--- config.mk ---
export PLATFORM = sky130hd
export DESIGN_NAME = rot_carry_unit
export DESIGN_NICKNAME = d
export VERILOG_FILES = /design/src/rtl/rcu_pkg.sv /design/src/rtl/rcu_amount_reduce.sv /design/src/rtl/rcu_barrel.sv /design/src/rtl/rcu_carry_sel.sv /design/src/rtl/rcu_flag_reg.sv /design/src/rtl/rot_carry_unit.sv
export SDC_FILE = /design/constraint.sdc
export NUM_CORES = 1
export LEC_CHECK = 0
export CORE_ASPECT_RATIO = 1.1
export CORE_MARGIN = 1.5
export CORE_UTILIZATION = 30
export CTS_CLUSTER_DIAMETER = 80
export DETAILED_ROUTE_END_ITERATION = 10
export PLACE_DENSITY = 0.65
export SKIP_CTS_REPAIR_TIMING = 1
export SLEW_MARGIN = 20
export SYNTH_ARGS = -nofsm -noshare
export SYNTH_HDL_FRONTEND = slang
export SYNTH_HIERARCHICAL = 1
export SYNTH_SLANG_ARGS = --single-unit
--- constraint.sdc ---
create_clock -name clk -period 3 [get_ports clk]
set_clock_uncertainty 0.1 [all_clocks]
set_input_delay 0.6 -clock clk [delete_from_list [all_inputs] [get_ports clk]]
set_output_delay 0.6 -clock clk [all_outputs]
set_load 0.03 [all_outputs]
--- src/rtl/rcu_pkg.sv ---
package rcu_pkg;
   typedef enum logic {
      RCU_ROT_N  = 1'b0,
      RCU_ROT_XC = 1'b1
   } rcu_mode_e;
endpackage

--- src/rtl/rcu_amount_reduce.sv ---
module rcu_amount_reduce #(
   parameter int DATA_W = 32,
   parameter int AMT_W  = 8,
   localparam int SH_W  = $clog2(DATA_W)
) (
   input  logic [AMT_W-1:0] amount_i,
   output logic [SH_W-1:0]  eff_o,
   output logic             zero_o,
   output logic             full_o
);
   // Reduce modulo the data width (a power of two): keep the low bits.
   generate
      if (AMT_W > SH_W) begin : g_trunc
         assign eff_o = amount_i[SH_W-1:0];
      end else begin : g_ext
         assign eff_o = SH_W'(amount_i);
      end
   endgenerate

   assign zero_o = (amount_i == '0);
   // Nonzero multiple of the width: acts like a rotation by the full width.
   assign full_o = !zero_o && (eff_o == '0);
endmodule

--- src/rtl/rcu_barrel.sv ---
module rcu_barrel #(
   parameter int DATA_W = 32,
   localparam int SH_W  = $clog2(DATA_W)
) (
   input  logic [DATA_W-1:0] data_i,
   input  logic [SH_W-1:0]   amt_i,
   output logic [DATA_W-1:0] data_o
);
   logic [DATA_W-1:0] stg [0:SH_W];

   assign stg[0] = data_i;

   // Logarithmic rotator: stage k rotates right by 2**k when amount bit k is set.
   generate
      for (genvar k = 0; k < SH_W; k++) begin : g_stage
         localparam int S = 2 ** k;
         assign stg[k+1] = amt_i[k] ? {stg[k][S-1:0], stg[k][DATA_W-1:S]} : stg[k];
      end
   endgenerate

   assign data_o = stg[SH_W];
endmodule

--- src/rtl/rcu_carry_sel.sv ---
module rcu_carry_sel
   import rcu_pkg::*;
#(
   parameter int DATA_W = 32,
   localparam int SH_W  = $clog2(DATA_W)
) (
   input  rcu_mode_e         mode_i,
   input  logic [DATA_W-1:0] operand_i,
   input  logic [DATA_W-1:0] rotated_i,
   input  logic [SH_W-1:0]   eff_i,
   input  logic              zero_i,
   input  logic              full_i,
   input  logic              carry_i,
   input  logic              upd_i,
   output logic [DATA_W-1:0] result_o,
   output logic              carry_o
);
   logic [SH_W-1:0] tap;
   logic            rot_carry;

   // The last bit rotated out is operand bit (n-1).
   assign tap       = eff_i - SH_W'(1);
   assign rot_carry = full_i ? operand_i[DATA_W-1] : operand_i[tap];

   always_comb begin
      result_o = rotated_i;
      carry_o  = carry_i;
      unique case (mode_i)
         RCU_ROT_XC: begin
            result_o = {carry_i, operand_i[DATA_W-1:1]};
            if (upd_i) carry_o = operand_i[0];
         end
         default: begin
            if (upd_i && !zero_i) carry_o = rot_carry;
         end
      endcase
   end
endmodule

--- src/rtl/rcu_flag_reg.sv ---
module rcu_flag_reg #(
   parameter bit ENABLE = 1'b1
) (
   input  logic clk,
   input  logic rst,
   input  logic upd_i,
   input  logic d_i,
   output logic q_o
);
   generate
      if (ENABLE) begin : g_reg
         logic q;
         always_ff @(posedge clk) begin
            if (rst)        q <= 1'b0;
            else if (upd_i) q <= d_i;
         end
         assign q_o = q;
      end else begin : g_none
         logic unused;
         assign unused = clk ^ rst ^ upd_i ^ d_i;
         assign q_o = 1'b0;
      end
   endgenerate
endmodule

--- src/rtl/rot_carry_unit.sv ---
module rot_carry_unit
   import rcu_pkg::*;
#(
   parameter int DATA_W   = 32,
   parameter int AMT_W    = 8,
   parameter bit REG_FLAG = 1'b1,
   localparam int SH_W    = $clog2(DATA_W)
) (
   input  logic              clk,
   input  logic              rst,
   input  logic [DATA_W-1:0] operand_i,
   input  logic [AMT_W-1:0]  amount_i,
   input  logic              mode_i,
   input  logic              carry_i,
   input  logic              upd_i,
   output logic [DATA_W-1:0] result_o,
   output logic              carry_o,
   output logic              carry_q_o
);
   generate
      if (DATA_W < 2 || (DATA_W & (DATA_W - 1)) != 0) begin : g_bad_width
         $error("rot_carry_unit: DATA_W must be a power of two >= 2");
      end
      if (AMT_W < 1) begin : g_bad_amt
         $error("rot_carry_unit: AMT_W must be at least 1");
      end
   endgenerate

   logic [SH_W-1:0]   eff;
   logic              amt_zero, amt_full;
   logic [DATA_W-1:0] rotated;
   rcu_mode_e         mode;

   assign mode = rcu_mode_e'(mode_i);

   rcu_amount_reduce #(.DATA_W(DATA_W), .AMT_W(AMT_W)) i_reduce (
      .amount_i (amount_i),
      .eff_o    (eff),
      .zero_o   (amt_zero),
      .full_o   (amt_full)
   );

   rcu_barrel #(.DATA_W(DATA_W)) i_barrel (
      .data_i (operand_i),
      .amt_i  (eff),
      .data_o (rotated)
   );

   rcu_carry_sel #(.DATA_W(DATA_W)) i_sel (
      .mode_i    (mode),
      .operand_i (operand_i),
      .rotated_i (rotated),
      .eff_i     (eff),
      .zero_i    (amt_zero),
      .full_i    (amt_full),
      .carry_i   (carry_i),
      .upd_i     (upd_i),
      .result_o  (result_o),
      .carry_o   (carry_o)
   );

   rcu_flag_reg #(.ENABLE(REG_FLAG)) i_flag (
      .clk   (clk),
      .rst   (rst),
      .upd_i (upd_i),
      .d_i   (carry_o),
      .q_o   (carry_q_o)
   );
endmodule

== Word level (Yosys, flattened, before mapping) ==
Cells that the tools add are included.
Word-level totals
  memories: 0
  word-level logic and storage cells: 20
  bits in writable memories: 0
  register bits: 1
  latch bits: 0
  output and inout bits: 34
  memory bits (read-only): 0
Operators by class
  add/sub/neg operators: 1
  divide/modulo/power cells: 0
  shifts and indexed selects: 0
  order comparisons: 1
  reduce and logical (&&, ||, !) cells: 5
  eq/ne operators: 0
  multiply operators: 0
  bitwise operators: 0
  mux-type cells: 12
Operators by type and width (number)
  32-bit 2-to-1 mux: 6
  8-bit logical NOT: 1
  5-bit by 6-bit less-than comparator with 1-bit output, second input constant: 1
  1-bit binary-select mux with 5-bit select: 1
  5-bit logical NOT: 1
  1-bit 2-to-1 mux: 5
  5-bit by 1-bit subtractor with 5-bit output, second input constant: 1
  1-bit logical AND: 2
  1-bit logical NOT: 1

== Longest topological paths before layout ==
  depth in word-level cells: 6
  mapped depth: 12
  mapped depth without buffers: 10

== Hierarchy ==
The synthesis kept the hierarchy.
Modules (own cells, without submodules)
  rcu_barrel: area each 1949.4 sq um, times used 1, cells an instance 116
  rcu_carry_sel: area each 778.2 sq um, times used 1, cells an instance 71
  rcu_amount_reduce: area each 77.6 sq um, times used 1, cells an instance 9
  rcu_flag_reg: area each 33.8 sq um, times used 1, cells an instance 3

== Worst setup path after synthesis ==
Ideal clock, no wire load.
  path kind: input to output
  start point: input amount_i[3]
  end point: output result_o[14]
  arrival: 2.590 ns
  stages: 8
  required time: 2.300 ns
  buffers on the path: 4
  setup slack: -0.290 ns
  path through: buf_4 buf_6 buf_6 buf_2 mux4_2 mux4_2 mux2_2 mux2_2
On the way
  cells in the longest elaborated chain, start to end: 3
RTL lines
  start, declared: line rot_carry_unit.sv:12  | input logic [AMT_W-1:0] amount_i,
  32-bit 2-to-1 mux (2 in series): line rcu_barrel.sv:17  | assign stg[k+1] = amt_i[k] ? {stg[k][S-1:0], stg[k][DATA_W-1:S]} : stg[k];
  via rotated[14]: line rot_carry_unit.sv:31  | logic [DATA_W-1:0] rotated;
  32-bit 2-to-1 mux: line rcu_carry_sel.sv:28  | unique case (mode_i)
  end, declared: line rot_carry_unit.sv:16  | output logic [DATA_W-1:0] result_o,
The timed path passes the listed nets, and every way through them passes these cells.

== Worst setup path in the final report ==
  start point: input amount_i[1]
  end point: output result_o[17]
On the way
  cells in the longest elaborated chain, start to end: 5
RTL lines (line)
  32-bit 2-to-1 mux (4 in series): rcu_barrel.sv:17
  via rotated[17]: rot_carry_unit.sv:31
  32-bit 2-to-1 mux: rcu_carry_sel.sv:28
The timed path passes the listed nets, and every way through them passes these cells.

==> impl_metrics.tcl <==
set metrics [dict create \
    antenna_found_initial 0 \
    reg2reg_slack_ns 2.32 \
    grt_pass1_wl_mm 16.6 \
    ir_worst_vdd_v 0.000105 \
    regArea_um2 20.0 \
    critPathCaptureType "primary output" \
    io_buffer_count 78 \
    synthMuxAreaShare 0.845 \
    synth_compound_area_frac 0.0141 \
    final_cell_mix "67 x mux4_2, 64 x buf_4, 55 x mux2_4" \
    violations "setup timing" \
    fill_cells 797 \
    drt_wl_total_mm 11.7 \
    crit_start "amount_i[1]" \
    rr_startpoint "i_flag/q_o$_SDFFE_PP0P_" \
    finalPower_mw 1.25 \
    synthAdderAreaFrac 0.00441 \
    crit_path_end "result_o[17]" \
    cap_violations 0 \
    arrival_ns 2.79 \
    grt_pass1_vias 2689 \
    avgSynthCellArea_um2 14.3 \
    utilization 0.527 \
    cp-start-kind "primary input" \
    clock_latency_ns 0 \
    synth_top_family_by_area "multiplexers" \
    cp.required_ns 2.30 \
    dieWidth_um 95.8 \
    worstHoldPathType "reg2reg" \
    multiInputGateArea_um2 2890 \
    max_freq_ghz 0.286 \
    diodes 0 \
    first_iter_violations 332 \
    grt_max_degree 22 \
    layout_commonest_cell "mux4_2" \
    synth_warnings 6 \
    largest_register_ffs 1 \
    overflow 0 \
    syn_inst 199 \
    routed_via_density 6.20 \
    seq_area_frac_synth 0.00705 \
    syn_to_final_growth_pct 71.8 \
    setup_ws_ns -0.493 \
    p_leak_nw 2.28 \
    r2r_cells 2 \
    netlist_area_um2 2840 \
    final-hold-violation-count 0 \
    top_layer_used "met4" \
    final_max_slew_viol_count 0 \
    timing.final.crit_share 1.16 \
    fin_crit_ns 3.49 \
    wl_met3_mm 1.25 \
    tightestPinTransition_ns 0.554 \
    yosys.area_share.simple 0.0388 \
    dpl.hpwl_mm 8.90 \
    drt-pass1-iter-count 4 \
    critPathMaxFanout 7 \
    antenna_left 0 \
    vias 2823 \
    core_um2 9260 \
    relSlewSlack 0.629 \
    netlist-cell-type-count 31 \
    grtUsageTotal 0.220 \
    die_area_um2 10100 \
    die_h_um 105 \
    rsz0062_at_grt "true" \
    wl_met2_mm 5.89 \
    syn_nets 245 \
    wl_per_cell_um 25.8 \
    drcViolationCount 0 \
    gp_congestion 0.985 \
    setup_viol 33 \
    finalNetCount 386 \
    path_class "in2out" \
    p_per_area_nw_per_um2 256 \
    io_pins 79 \
    timing.rr.end "i_flag/q_o$_SDFFE_PP0P_" \
    synth-seq-cells 1 \
    drive_above_1_share 0.817 \
    clkTransAtPathRegs_ns 0 \
    start_util 0.307 \
    place_ws_ns -1.26 \
    drt-met1-wl_mm 4.32 \
    rows 37 \
    outcome "complete, but fails checks" \
    synth-xor-area-share 0.0123 \
]
## cells in the mapped netlist
cell type  count  area (um2)
a2111oi_0      2        17.5
a21oi_1        1        5.00
a32oi_1        1        8.76
buf_1          5        18.8
buf_12         2        40.0
buf_2          5        25.0
buf_4          5        37.5
buf_6          5        56.3
clkbuf_1       9        33.8
dfxtp_1        1        20.0
ha_1           1        12.5
inv_1          3        11.3
mux2_2        64         721
mux2i_1        3        30.0
mux4_1         7         184
mux4_2        65        1460
nand3_1        2        10.0
nand3b_1       1        7.51
nand4bb_1      1        11.3
nor2_1         2        7.51
nor2b_1        2        12.5
nor3_1         1        5.00
nor3_2         1        10.0
nor3b_1        1        7.51
nor3b_2        1        12.5
nor4b_1        1        8.76
o221ai_1       1        8.76
or3_1          1        6.26
or4_4          1        11.3
xnor2_1        2        17.5
xor2_1         2        17.5
## cell families (layout without fill, tap and decap cells)
| group | count (synthesis) | after routing |
|---|---|---|
| AOI/OAI and AO/OA | 5 | 5 |
| DFF | 1 | 1 |
| adders and majority gates | 1 | 1 |
| and+or+nand+nor | 15 | 15 |
| xor gates and xnor gates | 4 | 4 |
| buffers and inverters | 34 | 173 |
| muxes | 139 | 139 |
## power breakdown
part           switching [mW]  leakage [nW]  internal, mW
clock network               0             0             0
registers            0.000654       0.00829        0.0148
logic                   0.537          2.27         0.695
total                   0.538          2.28         0.710
## cell type report
| class | count | area share |
|---|---|---|
| Inverter | 3 | 0.00231 |
| Sequential cell | 1 | 0.00410 |
| Timing Repair Buffer | 170 | 0.370 |
| Multi-Input combinational cell | 164 | 0.593 |
| Tap cell | 117 | 0.0300 |
## critical path: stages
cell	delay, ns
buf_12	0.11
buf_4	0.13
mux4_2	0.59
mux4_2	0.53
buf_6	0.15
mux2_2	0.26
mux2_4	0.28
buf_6	0.14
## through the flow
step,hold slack (ns),std cells,TNS [ns],instance area (um2)
detailed placement,0.394,435,-35.85,4310
global route,0.439,455,-14.49,4880
CTS,0.395,435,-36.03,4310
global placement,0.377,435,-36.17,4310
floorplan,0.530,199,-7.13,3020
finish,0.406,455,-13.51,4880
## routing by layer
metal	global-route usage	up-vias
met5	0	-
met4	0.0420	0
met3	0.0306	16
met2	0.359	197
met1	0.311	1442
li1	-	1168
## how the worst min path moves through the flow
stage                            startpoint                 endpoint  depth (start not counted)  slack [ns]
finish              i_flag/q_o$_SDFFE_PP0P_  i_flag/q_o$_SDFFE_PP0P_                          2        0.41
global route        i_flag/q_o$_SDFFE_PP0P_  i_flag/q_o$_SDFFE_PP0P_                          2        0.44
global placement    i_flag/q_o$_SDFFE_PP0P_  i_flag/q_o$_SDFFE_PP0P_                          2        0.38
CTS                 i_flag/q_o$_SDFFE_PP0P_  i_flag/q_o$_SDFFE_PP0P_                          2        0.39
detailed placement  i_flag/q_o$_SDFFE_PP0P_  i_flag/q_o$_SDFFE_PP0P_                          2        0.39
floorplan           i_flag/q_o$_SDFFE_PP0P_  i_flag/q_o$_SDFFE_PP0P_                          2        0.53
(Power assumes the default switching activity.)
